File: config.mk
export PLATFORM = sky130hd
export DESIGN_NAME = pwrmode_ctrl
export DESIGN_NICKNAME = d
export VERILOG_FILES = /design/src/rtl/pwrmode_pkg.sv /design/src/rtl/pm_t1_sync.sv /design/src/rtl/pm_ctrl_reg.sv /design/src/rtl/pm_wake_detect.sv /design/src/rtl/pm_seq.sv /design/src/rtl/pwrmode_ctrl.sv
export SDC_FILE = /design/constraint.sdc
export NUM_CORES = 1
export LEC_CHECK = 0
export ABC_AREA = 0
export BUFFER_PORTS_ARGS = -buffer_cell sky130_fd_sc_hd__buf_2
export CORE_MARGIN = 8
export CORE_UTILIZATION = 40
export DETAILED_ROUTE_END_ITERATION = 10
export GPL_TIMING_DRIVEN = 0
export PLACE_DENSITY = 0.77
export SETUP_SLACK_MARGIN = 0.05
export SLEW_MARGIN = 20
export SYNTH_ARGS = -nofsm -noshare
export SYNTH_HDL_FRONTEND = slang
export SYNTH_SLANG_ARGS = --single-unit
File: constraint.sdc
create_clock -name clk -period 5.1 [get_ports clk]
set_input_delay 0.255 -clock clk [delete_from_list [all_inputs] [get_ports clk]]
set_output_delay 0.255 -clock clk [all_outputs]
set_load 0.02 [all_outputs]
File: src/rtl/pwrmode_pkg.sv
// Shared types for the power mode controller.
// Assumes: one encoding of sequencer states is used by all submodules.
package pwrmode_pkg;
    typedef enum logic [2:0] {
        PM_RUN    = 3'd0,
        PM_IDLE   = 3'd1,
        PM_PDOWN  = 3'd2,
        PM_HPDOWN = 3'd3,
        PM_STAB   = 3'd4
    } pm_state_e;

    localparam int BIT_SMOD = 7;
    localparam int BIT_HPD  = 6;
    localparam int BIT_RCV  = 5;
    localparam int BIT_PD   = 1;
    localparam int BIT_IDL  = 0;
endpackage

File: src/rtl/pm_t1_sync.sv
// Synchronizes the external timer pin and flags its falling edge.
// Assumes: the pin idles high, so the chain resets to 1 to avoid a false edge.
module pm_t1_sync #(
    parameter int STAGES = 2
) (
    input  logic clk,
    input  logic rst_n,
    input  logic pin,
    output logic fall
);
    logic [STAGES-1:0] chain_q;
    logic              last_q;

    // shift the raw pin through the synchronizer and keep the prior value
    always_ff @(posedge clk) begin
        if (!rst_n) begin
            chain_q <= '1;
            last_q  <= 1'b1;
        end else begin
            chain_q <= {chain_q[STAGES-2:0], pin};
            last_q  <= chain_q[STAGES-1];
        end
    end

    // falling edge of the synchronized level
    always_comb fall = last_q & ~chain_q[STAGES-1];
endmodule

File: src/rtl/pm_ctrl_reg.sv
// Holds the 8-bit power control register.
// Assumes: wr_en arrives only while the CPU runs, so it never meets hw_clr.
module pm_ctrl_reg (
    input  logic       clk,
    input  logic       rst_n,
    input  logic       wr_en,
    input  logic [7:0] wdata,
    input  logic       hw_clr,
    output logic [7:0] reg_q
);
    import pwrmode_pkg::*;

    // software write with power-down priority; hardware clears mode bits on wake
    always_ff @(posedge clk) begin
        if (!rst_n) begin
            reg_q <= 8'h00;
        end else if (wr_en) begin
            reg_q <= {wdata[7:5], 1'b0, wdata[3:1], wdata[BIT_IDL] & ~wdata[BIT_PD]};
        end else if (hw_clr) begin
            reg_q[BIT_PD]  <= 1'b0;
            reg_q[BIT_IDL] <= 1'b0;
        end
    end

    AST_PD_WINS: assert property (@(posedge clk) disable iff (!rst_n)
        (wr_en && wdata[BIT_PD]) |=> (reg_q[BIT_PD] && !reg_q[BIT_IDL]));
endmodule

File: src/rtl/pm_wake_detect.sv
// Level-senses interrupt sources for wakeup; purely combinational so it
// works with no clock running.
// Assumes: T2_IDX < NIRQ; that index never takes the recover path.
module pm_wake_detect #(
    parameter int NIRQ   = 5,
    parameter int T2_IDX = 4
) (
    input  logic [NIRQ-1:0] irq_req,
    input  logic [NIRQ-1:0] irq_en,
    input  logic            irq_glb_en,
    input  logic            rcv_en,
    output logic            wake_en,
    output logic            wake_rcv
);
    localparam logic [NIRQ-1:0] RCV_MASK = ~({{(NIRQ-1){1'b0}}, 1'b1} << T2_IDX);

    logic [NIRQ-1:0] enabled;

    // split pending sources into serviced and recover-only sets
    always_comb begin
        enabled  = irq_en & {NIRQ{irq_glb_en}};
        wake_en  = |(irq_req & enabled);
        wake_rcv = rcv_en & |(irq_req & ~enabled & RCV_MASK);
    end
endmodule

File: src/rtl/pm_seq.sv
// Power state sequencer: run, idle, power-down, hard power-down and
// oscillator stabilization; produces clock enables and the wake report.
// Assumes: enter_* pulses come from qualified run-state register writes.
module pm_seq #(
    parameter int STAB_W = 8
) (
    input  logic              clk,
    input  logic              rst_n,
    input  logic              enter_idl,
    input  logic              enter_pd,
    input  logic              hpd_en,
    input  logic              rcv_en,
    input  logic              t1_fall,
    input  logic              t1_pin,
    input  logic              wake_en,
    input  logic              wake_rcv,
    input  logic [STAB_W-1:0] stab_cycles,
    output logic              hw_clr,
    output logic              cpu_clk_en,
    output logic              per_clk_en,
    output logic              osc_en,
    output logic              wake_valid,
    output logic              wake_isr
);
    import pwrmode_pkg::*;

    pm_state_e         state_q, state_d;
    logic [STAB_W-1:0] cnt_q, cnt_d;
    logic              wake_d, isr_d;

    // next-state, counter and wake report decision
    always_comb begin
        state_d = state_q;
        cnt_d   = cnt_q;
        wake_d  = 1'b0;
        isr_d   = 1'b0;
        hw_clr  = 1'b0;
        case (state_q)
            PM_RUN: begin
                if (enter_pd)               state_d = PM_PDOWN;
                else if (enter_idl)         state_d = PM_IDLE;
                else if (hpd_en && t1_fall) state_d = PM_HPDOWN;
            end
            PM_IDLE, PM_PDOWN: begin
                if (wake_en || wake_rcv) begin
                    state_d = (state_q == PM_IDLE) ? PM_RUN : PM_STAB;
                    cnt_d   = stab_cycles;
                    wake_d  = 1'b1;
                    isr_d   = wake_en;
                    hw_clr  = 1'b1;
                end
            end
            PM_HPDOWN: begin
                if (t1_pin) begin
                    state_d = PM_STAB;
                    cnt_d   = stab_cycles;
                    wake_d  = 1'b1;
                end
            end
            PM_STAB: begin
                if (cnt_q == '0) state_d = PM_RUN;
                else             cnt_d   = cnt_q - 1'b1;
            end
            default: state_d = PM_RUN;
        endcase
    end

    // state, counter and wake pulse registers
    always_ff @(posedge clk) begin
        if (!rst_n) begin
            state_q    <= PM_RUN;
            cnt_q      <= '0;
            wake_valid <= 1'b0;
            wake_isr   <= 1'b0;
        end else begin
            state_q    <= state_d;
            cnt_q      <= cnt_d;
            wake_valid <= wake_d;
            wake_isr   <= isr_d;
        end
    end

    // clock enables decoded from the state
    always_comb begin
        cpu_clk_en = (state_q == PM_RUN);
        per_clk_en = (state_q == PM_RUN) || (state_q == PM_IDLE);
        osc_en     = per_clk_en || (state_q == PM_STAB);
    end

    AST_PDOWN_HOLDS_CPU: assert property (@(posedge clk) disable iff (!rst_n)
        (state_q == PM_PDOWN || state_q == PM_HPDOWN) |=> !cpu_clk_en);
    AST_RCV_NEEDS_BIT: assert property (@(posedge clk) disable iff (!rst_n)
        (wake_valid && !wake_isr && $past(state_q) != PM_HPDOWN) |-> $past(rcv_en));
    AST_WAKE_PULSE: assert property (@(posedge clk) disable iff (!rst_n)
        wake_valid |=> !wake_valid);
endmodule

File: src/rtl/pwrmode_ctrl.sv
// Top of the power mode controller: register, T1 synchronizer, wake
// detection and the state sequencer.
// Assumes: clk is the free-running oscillator in simulation; osc_en tells
// the clock source when it may stop.
module pwrmode_ctrl #(
    parameter int NIRQ        = 5,
    parameter int T2_IDX      = 4,
    parameter int STAB_W      = 8,
    parameter int SYNC_STAGES = 2
) (
    input  logic              clk,
    input  logic              rst_n,
    input  logic              sfr_wr,
    input  logic [7:0]        sfr_wdata,
    output logic [7:0]        sfr_rdata,
    input  logic [NIRQ-1:0]   irq_req,
    input  logic [NIRQ-1:0]   irq_en,
    input  logic              irq_glb_en,
    input  logic              t1_pin,
    input  logic [STAB_W-1:0] stab_cycles,
    output logic              cpu_clk_en,
    output logic              per_clk_en,
    output logic              osc_en,
    output logic              baud_double,
    output logic              wake_valid,
    output logic              wake_isr
);
    import pwrmode_pkg::*;

    logic [7:0] reg_q;
    logic       wr_ok, hw_clr, t1_fall, wake_en, wake_rcv;

    // writes only land while the CPU clock runs
    always_comb begin
        wr_ok       = sfr_wr & cpu_clk_en;
        sfr_rdata   = reg_q;
        baud_double = reg_q[BIT_SMOD];
    end

    pm_ctrl_reg u_reg (
        .clk(clk), .rst_n(rst_n), .wr_en(wr_ok), .wdata(sfr_wdata),
        .hw_clr(hw_clr), .reg_q(reg_q)
    );

    pm_t1_sync #(.STAGES(SYNC_STAGES)) u_sync (
        .clk(clk), .rst_n(rst_n), .pin(t1_pin), .fall(t1_fall)
    );

    pm_wake_detect #(.NIRQ(NIRQ), .T2_IDX(T2_IDX)) u_wake (
        .irq_req(irq_req), .irq_en(irq_en), .irq_glb_en(irq_glb_en),
        .rcv_en(reg_q[BIT_RCV]), .wake_en(wake_en), .wake_rcv(wake_rcv)
    );

    pm_seq #(.STAB_W(STAB_W)) u_seq (
        .clk(clk), .rst_n(rst_n),
        .enter_idl(wr_ok & sfr_wdata[BIT_IDL]), .enter_pd(wr_ok & sfr_wdata[BIT_PD]),
        .hpd_en(reg_q[BIT_HPD]), .rcv_en(reg_q[BIT_RCV]),
        .t1_fall(t1_fall), .t1_pin(t1_pin),
        .wake_en(wake_en), .wake_rcv(wake_rcv), .stab_cycles(stab_cycles),
        .hw_clr(hw_clr), .cpu_clk_en(cpu_clk_en), .per_clk_en(per_clk_en),
        .osc_en(osc_en), .wake_valid(wake_valid), .wake_isr(wake_isr)
    );

    AST_WAKE_CLEARS_MODE: assert property (@(posedge clk) disable iff (!rst_n)
        wake_valid |-> (sfr_rdata[1:0] == 2'b00));
    AST_LOWPWR_NO_WRITE: assert property (@(posedge clk) disable iff (!rst_n)
        (sfr_wr && !cpu_clk_en) |=> (sfr_rdata[7:2] == $past(sfr_rdata[7:2])));
endmodule

==> results of run 1 <==
[report_power, final]
group,switching (mW),internal (mW),total [mW]
Combinational,0.355,0.245,0.600
Clock,0.0610,0.0300,0.0910
Sequential,0.0371,0.231,0.268
Total,0.453,0.507,0.960
[critical path, stage by stage (launching register included)]
cell and delay, ns:
dfxtp_1 0.34, inv_1 0.11, ha_1 0.15, nor4b_2 0.39, a21oi_4 0.15, or2_1 0.23
buf_4 0.16, o2111ai_1 0.10, nor3b_1 0.19
[layout make-up]
class	count	area [sq um]	share of cell area
repair buffers	42	210	0.126
well taps	46	57.6	0.0346
plain buffers	14	81.3	0.0488
flip-flops and latches	23	460	0.276
multi-input cells	127	807	0.485
inverters	5	18.8	0.0113
clock buffers	3	22.5	0.0135
clock inverters	1	7.51	0.00451
[layout by cell type (no fill, tap or decap), types with 3 or more instances in the layout]
cell type  Yosys  layout
o32ai_2        4       4
nor2_1         8       8
nand2b_1       4       4
nor3_1         5       5
and3_1         3       3
inv_1          4       4
clkbuf_1       5       5
a21oi_1       14      14
buf_2          2      44
nor2b_1        5       5
o21ai_0        3       3
clkbuf_4       0       3
nand2_1       33      33
nand3_1        6       6
dfxtp_1       23      23
buf_4          7       7
[path summary, 6_finish.rpt]
path / end / slack, ns / cells past startpoint
worst max-delay path: u_seq.cnt_q[1]$_SDFFE_PN0P_ / 3.20 / 8
worst max register to register: u_seq.cnt_q[1]$_SDFFE_PN0P_ / 3.20 / 8
worst min-delay path: u_sync.chain_q[0]$_SDFF_PN1_ / 0.14 / 2
worst min register to register: u_sync.chain_q[1]$_SDFF_PN1_ / 0.44 / 1
[state kept, by name, indices dropped and copies added, names as in the netlist]
name,flops
u_seq.wake_valid,1
u_seq.cnt_q,8
u_seq.state_q,3
u_seq.wake_isr,1
u_reg.reg_q,7
u_sync.chain_q,2
u_sync.last_q,1
[metal layers]
layer,GRT usage,share of wire
met3,0.0243,0.076
met5,0,0
met4,0.0522,0.017
met1,0.158,0.44
met2,0.211,0.47
[per-stage QoR]
step	worst slack [ns]	instance area [sq um]
6_report	3.20	1670
5_1_grt	3.08	1670
4_1_cts	3.19	1670
3_5_place_dp	3.22	1640
3_3_place_gp	3.28	1640
2_1_floorplan	3.44	1370
[cells by family (layout without fill, tap and decap cells)]
| family | count (synthesis) | after routing | synth area share |
|---|---|---|---|
| xor+xnor | 1 | 1 | 0.00641 |
| simple gates | 77 | 77 | 0.288 |
| other cells | 1 | 1 | 0.00274 |
| fa+ha+maj | 2 | 2 | 0.0183 |
| flops | 23 | 23 | 0.337 |
| buf+inv | 19 | 65 | 0.0732 |
| mux | 2 | 2 | 0.0146 |
| compound gates | 44 | 44 | 0.260 |
==> results.md, run 1 <==
* Grt ovf at 0
* Pin count of the biggest net entering global routing at 15
* Starting Density at 0.413
* Netlist Area Pre-Place at 0.00137 sq mm
* Final min period at between 1.5 and 2 ns
* Top-count cell post-synth: nand2_1
* IO Port Bufs at 42
* Clk_lat worst skew at 0.32 ns
* Worst rel slew slack at 0.638
* Maximum vdd ir drop at 0.274 mV
* Setup Viol. Count Final at 0
* WL per Instance at 13.2 um
* Synth area leader: dfxtp_1
* Row count at 21
* Remaining routing DRC violations at 0
* Async SR Flop Fraction at 0
* Yosys reg bits at 23
* Initial antenna violation count at 0
* Clk slew on worst S/H paths at approximately 0.14 ns
* Chip height at 74.5 um
* Fin. max-slew vios at 0
* RD Place Congestion at ~0.91
* Fillcell total at 355
* Syn Nets at 202
* Sequential share of the synthesized area at 0.337
* CORE AREA at 0.00331 sq mm
* Total power at 960 uW
* RSZ-0062 raised after global routing: no
* Leakage power at around 0.75 nW
* Placed cell count at around 260
* YS warnings at 0
* Number of library cell types mapped by synthesis at approximately 50
* Layout cells sized above 1 at 0.316
* Final nets at approximately 250
* FF-to-FF Start: u_seq.cnt_q[0]$_SDFFE_PN0P_
* PostCTS Resize Cnt at 0
* Synth area leaders: dfxtp_1, nand2_1, a21oi_1
* Global-route wire length before repair at 5.68 mm
* CP max FO at 7
* DR vias at about 1300
* Post-layout util at 0.503
* DRT Pass-1 Iters at 4
* FMAX at 0.526 GHz
* Final ANT Viol Nets at 0
* # diodes at 0
* Die Wd at 74.5 um
* Syn Inst Count at ~170
* Vias in the first global route at 1277
* Non-filler cells in the finished layout at 261
* Synth top area share at 0.337
* Clk sinks at 23
* Outcome: finished, final reports clean
* Htree depth at 1
* Crit path kind: flop to flop
* WP data arrival at 2.15 ns
* Main flop type after synthesis: dfxtp_1
* Post-synth top cells: nand2_1, dfxtp_1, a21oi_1, nor2_1, buf_4
* Count of final hold-check violations at 0
* Die Area at 0.00555 sq mm
* CP Launch Type: flop
* Post-synthesis average cell area at 8.09 sq um
* CTS Buf Count at 3
* Post CTS Setup Buffer Count at 0
* Max-Cap Viols at 0
* Hold Path Class: primary input to flop
* CTS max path bufs at 2
* Clock Tree Root: clkbuf_4
* Ports at 45
* CP Launch Point: u_seq.cnt_q[0]$_SDFFE_PN0P_
* Period utilisation layout at 0.373
* Hold WS at 0.144 ns
* Vias/cell at 5.06
* Area delta synth->final at 21.8%
* Total Wirelength at about 3.4 mm
* Worst Tran Pin Value at ~0.54 ns
* Hpwl dp at approximately 2.7 mm
* CP required at 5.35 ns
* GRT Total Usage at 0.128
* Worst Skew at 0.00195 ns
* Final setup TNS at 0 ns
* CTS tree: built
* DRT iter0 DRCs at 135
* Crit path capture type: flop
* Power Density at 576 mW/mm^2
* Hold Path Origin: t1_pin
* Number of hold buffers added after CTS at 0
* Number of synthesized flops with an enable pin at 0
No activity file was read; power rests on OpenSTA's default activity.
==> run 2: changes to the inputs <==
- PLACE_DENSITY: 0.77 -> 0.79
- clock period: 5.1 -> 1.7 ns (I/O delays scaled with it)
==> results.md, run 2 (synthesis gave the netlist of run 1 again) <==
* Outcome: complete, but fails checks (was finished, final reports clean)
* Failing checks: setup timing
* Row count at 21 (unchanged)
* Global-route wire length before repair at 6.84 mm (was 5.68 mm)
* Switching Share at 0.469 (was 0.472)
* Hold Path Origin: sfr_wdata[1] (was t1_pin)
* Grt ovf at 0 (unchanged)
* Final min period at 1.74 ns (was 1.90 ns)
* Pin count of the biggest net entering global routing at 15 (unchanged)
* Top reg by flops: u_seq.cnt_q (unchanged)
* Worst Tran Pin Value at 0.634 ns (was 0.543 ns)
* Total Wirelength at 4.55 mm (was 3.45 mm)
* Die Wd at 74.5 um (unchanged)
* Area delta synth->final at 51.5% (was 21.8%)
* R2R setup slack at -0.04 ns (was 3.20 ns)
* Internal power at 2.03 mW (was 507 uW)
* Clk_lat worst skew at 0.33 ns (was 0.32 ns)
* FF-to-FF Start: u_seq.state_q[2]$_SDFFE_PN0P_ (was u_seq.cnt_q[0]$_SDFFE_PN0P_)
* Leakage power at 0.911 nW (was 0.752 nW)
* Ports at 45 (unchanged)
* Clock share of power at 0.072 (was 0.095)
* Final ANT Viol Nets at 0 (unchanged)
* Hold Path Class: primary input to flop (unchanged)
* Layout cells sized above 1 at 0.479 (was 0.316)
* Count of final hold-check violations at 0 (unchanged)
* Die Area at 0.00555 sq mm (unchanged)
* Maximum vdd ir drop at 0.676 mV (was 0.274 mV)
* Fin. max-slew vios at 0 (unchanged)
* Remaining routing DRC violations at 0 (unchanged)
* CORE AREA at 0.00331 sq mm (unchanged)
* WP data arrival at 1.94 ns (was 2.15 ns)
* Power Density at 1840 mW/mm^2 (was 576 mW/mm^2)
* Largest register FFs at 8 (unchanged)
* Clock Tree Root: clkbuf_4 (unchanged)
* Crit path kind: flop to flop (unchanged)
* Initial antenna violation count at 0 (unchanged)
* Sw Pwr at 1.79 mW (was 453 uW)
* Commonest non-fill, non-tap cells in the layout: buf_2, nand2_1, buf_4, dfxtp_1, a21oi_1 (was buf_2, nand2_1, dfxtp_1, a21oi_1, nor2_1)
* Vias/cell at 5.49 (was 5.06)
* Sequential share of power at 0.244 (was 0.280)
* Crit path capture type: flop (unchanged)
* IO Port Bufs at 42 (unchanged)
* WL per Instance at 16.0 um (was 13.2 um)
* Max-Cap Viols at 0 (unchanged)
* Chip height at 74.5 um (unchanged)
* Worst Skew at 0.00406 ns (was 0.00195 ns)
* GRT Total Usage at 0.156 (was 0.128)
* CP max FO at 6 (was 7)
* Hpwl dp at 2.70 mm (about the same)
* CTS tree: built (unchanged)
* FMAX at 0.576 GHz (was 0.526 GHz)
* Hold WS at 0.0716 ns (was 0.144 ns)
* CP required at 1.90 ns (was 5.35 ns)
* Hold EP: u_reg.reg_q[1]$_SDFFE_PN0P_ (was u_sync.chain_q[0]$_SDFF_PN1_)
* # diodes at 0 (unchanged)
* Leading cell type in the layout, fill and taps excluded: buf_2 (unchanged)
* PnR worst setup slack at -0.0365 ns (was 3.20 ns)
* DRT Pass-1 Iters at 4 (unchanged)
* CP Launch Type: flop (unchanged)
* Post-route cell area at 0.00207 sq mm (was 0.00167 sq mm)
* DR vias at 1558 (was 1321)
* Final nets at 272 (was 249)
* Htree depth at 1 (unchanged)
* CTS max path bufs at 2 (unchanged)
* R2R Path End: u_seq.cnt_q[1]$_SDFFE_PN0P_ (unchanged)
* Clk slew on worst S/H paths at 0.14 ns (about the same)
* Final setup TNS at -0.0514 ns (was 0 ns)
* Worst-case reg-to-reg path depth at 7 (was 8)
* Clk sinks at 23 (unchanged)
* DP Area at 0.00165 sq mm (was 0.00164 sq mm)
* Period utilisation layout at 1.02 (was 0.373)
* Worst rel slew slack at 0.577 (was 0.638)
* Top Registers: u_seq.cnt_q: 8 flops, u_reg.reg_q: 7 flops, u_seq.state_q: 3 flops (unchanged)
* RD Place Congestion at 0.829 (was 0.912)
* DRT iter0 DRCs at 96 (was 135)
* Vias in the first global route at 1527 (was 1277)
* RSZ-0062 raised after global routing: yes (was no)
* Setup Viol. Count Final at 2 (was 0)
* CTS Buf Count at 3 (unchanged)
* Hold Path Depth at 2 (unchanged)
* Power share of the combinational group at 0.683 (was 0.625)
* Starting Density at 0.413 (unchanged)
-- run 2: cell count changes in the layout (fill, tap and decap cells not counted), sizes merged --
cell and delta:
clkbuf -1, dlygate4sd3 +6, buf +18
-- run 2: worst max-delay path: stages (launching register included) --
cell,delay [ns]
dfxtp_2,0.35
buf_6,0.10
or3b_4,0.44
a21oi_4,0.16
or2_1,0.13
buf_6,0.15
o2111ai_2,0.10
nor3b_2,0.18
-- run 2: timing repair --
action                                 4_1_cts  5_1_grt
endpoints found under the hold margin        6        0
gates resized for setup                     20       27
setup endpoints to repair                   11       18
setup buffers                               15        5
hold buffers                                 6        0
pin swaps                                   11       14
cloned                                       0        0
-- run 2: per-stage QoR --
step | cells | worst slack, ns | total power, mW | utilization
after floorplan | 169 | 0.0386 | 2.27 | -
after global placement | 257 | -0.107 | 2.64 | 0.498
after detailed placement | 257 | -0.159 | 2.68 | 0.498
after CTS | 282 | 0.0178 | 3.35 | 0.584
after global routing | 284 | -0.0926 | 4.05 | 0.626
final | 284 | -0.0365 | 3.82 | 0.626
-- run 2: layout make-up --
cell class | count | area (sq um)
buffer | 11 | 85.1
clock buffer | 3 | 22.5
clock inverter | 1 | 7.51
fill | 272 | 1240
inverter | 5 | 23.8
multi-input combinational | 127 | 963
sequential | 23 | 475
tap | 46 | 57.6
timing repair buffer | 68 | 437
-- run 2: worst max-delay path by stage --
| stage | start | to | slack (ns) |
|---|---|---|---|
| final | u_seq.state_q[2]$_SDFFE_PN0P_ | u_seq.cnt_q[1]$_SDFFE_PN0P_ | -0.04 |
| after global routing | u_seq.state_q[0]$_SDFFE_PN0P_ | u_seq.cnt_q[1]$_SDFFE_PN0P_ | -0.09 |
| after CTS | u_seq.state_q[1]$_SDFFE_PN0P_ | u_seq.cnt_q[4]$_SDFFE_PN0P_ | 0.02 |
| after detailed placement | u_seq.state_q[1]$_SDFFE_PN0P_ | u_seq.cnt_q[4]$_SDFFE_PN0P_ | -0.16 |
| after global placement | u_seq.state_q[1]$_SDFFE_PN0P_ | u_seq.cnt_q[4]$_SDFFE_PN0P_ | -0.11 |
| after floorplan | u_seq.state_q[2]$_SDFFE_PN0P_ | u_reg.reg_q[1]$_SDFFE_PN0P_ | 0.04 |
-- run 2: power groups by stage --
stage / Sequential (mW) / Clock [mW] / Combinational, mW
after floorplan: 0.839 / 0 / 1.43
after detailed placement: 0.829 / 0 / 1.85
after global placement: 0.822 / 0 / 1.82
final: 0.933 / 0.277 / 2.61
after CTS: 0.837 / 0.274 / 2.24
after global routing: 0.965 / 0.295 / 2.79
-- run 2: routing by layer --
layer	track usage	vias to the layer above	wire length [um]
met1	0.173	744	1800
met3	0.0256	16	301
li1	-	742	-
met2	0.283	56	2300
met5	0	-	0
met4	0.0652	0	142
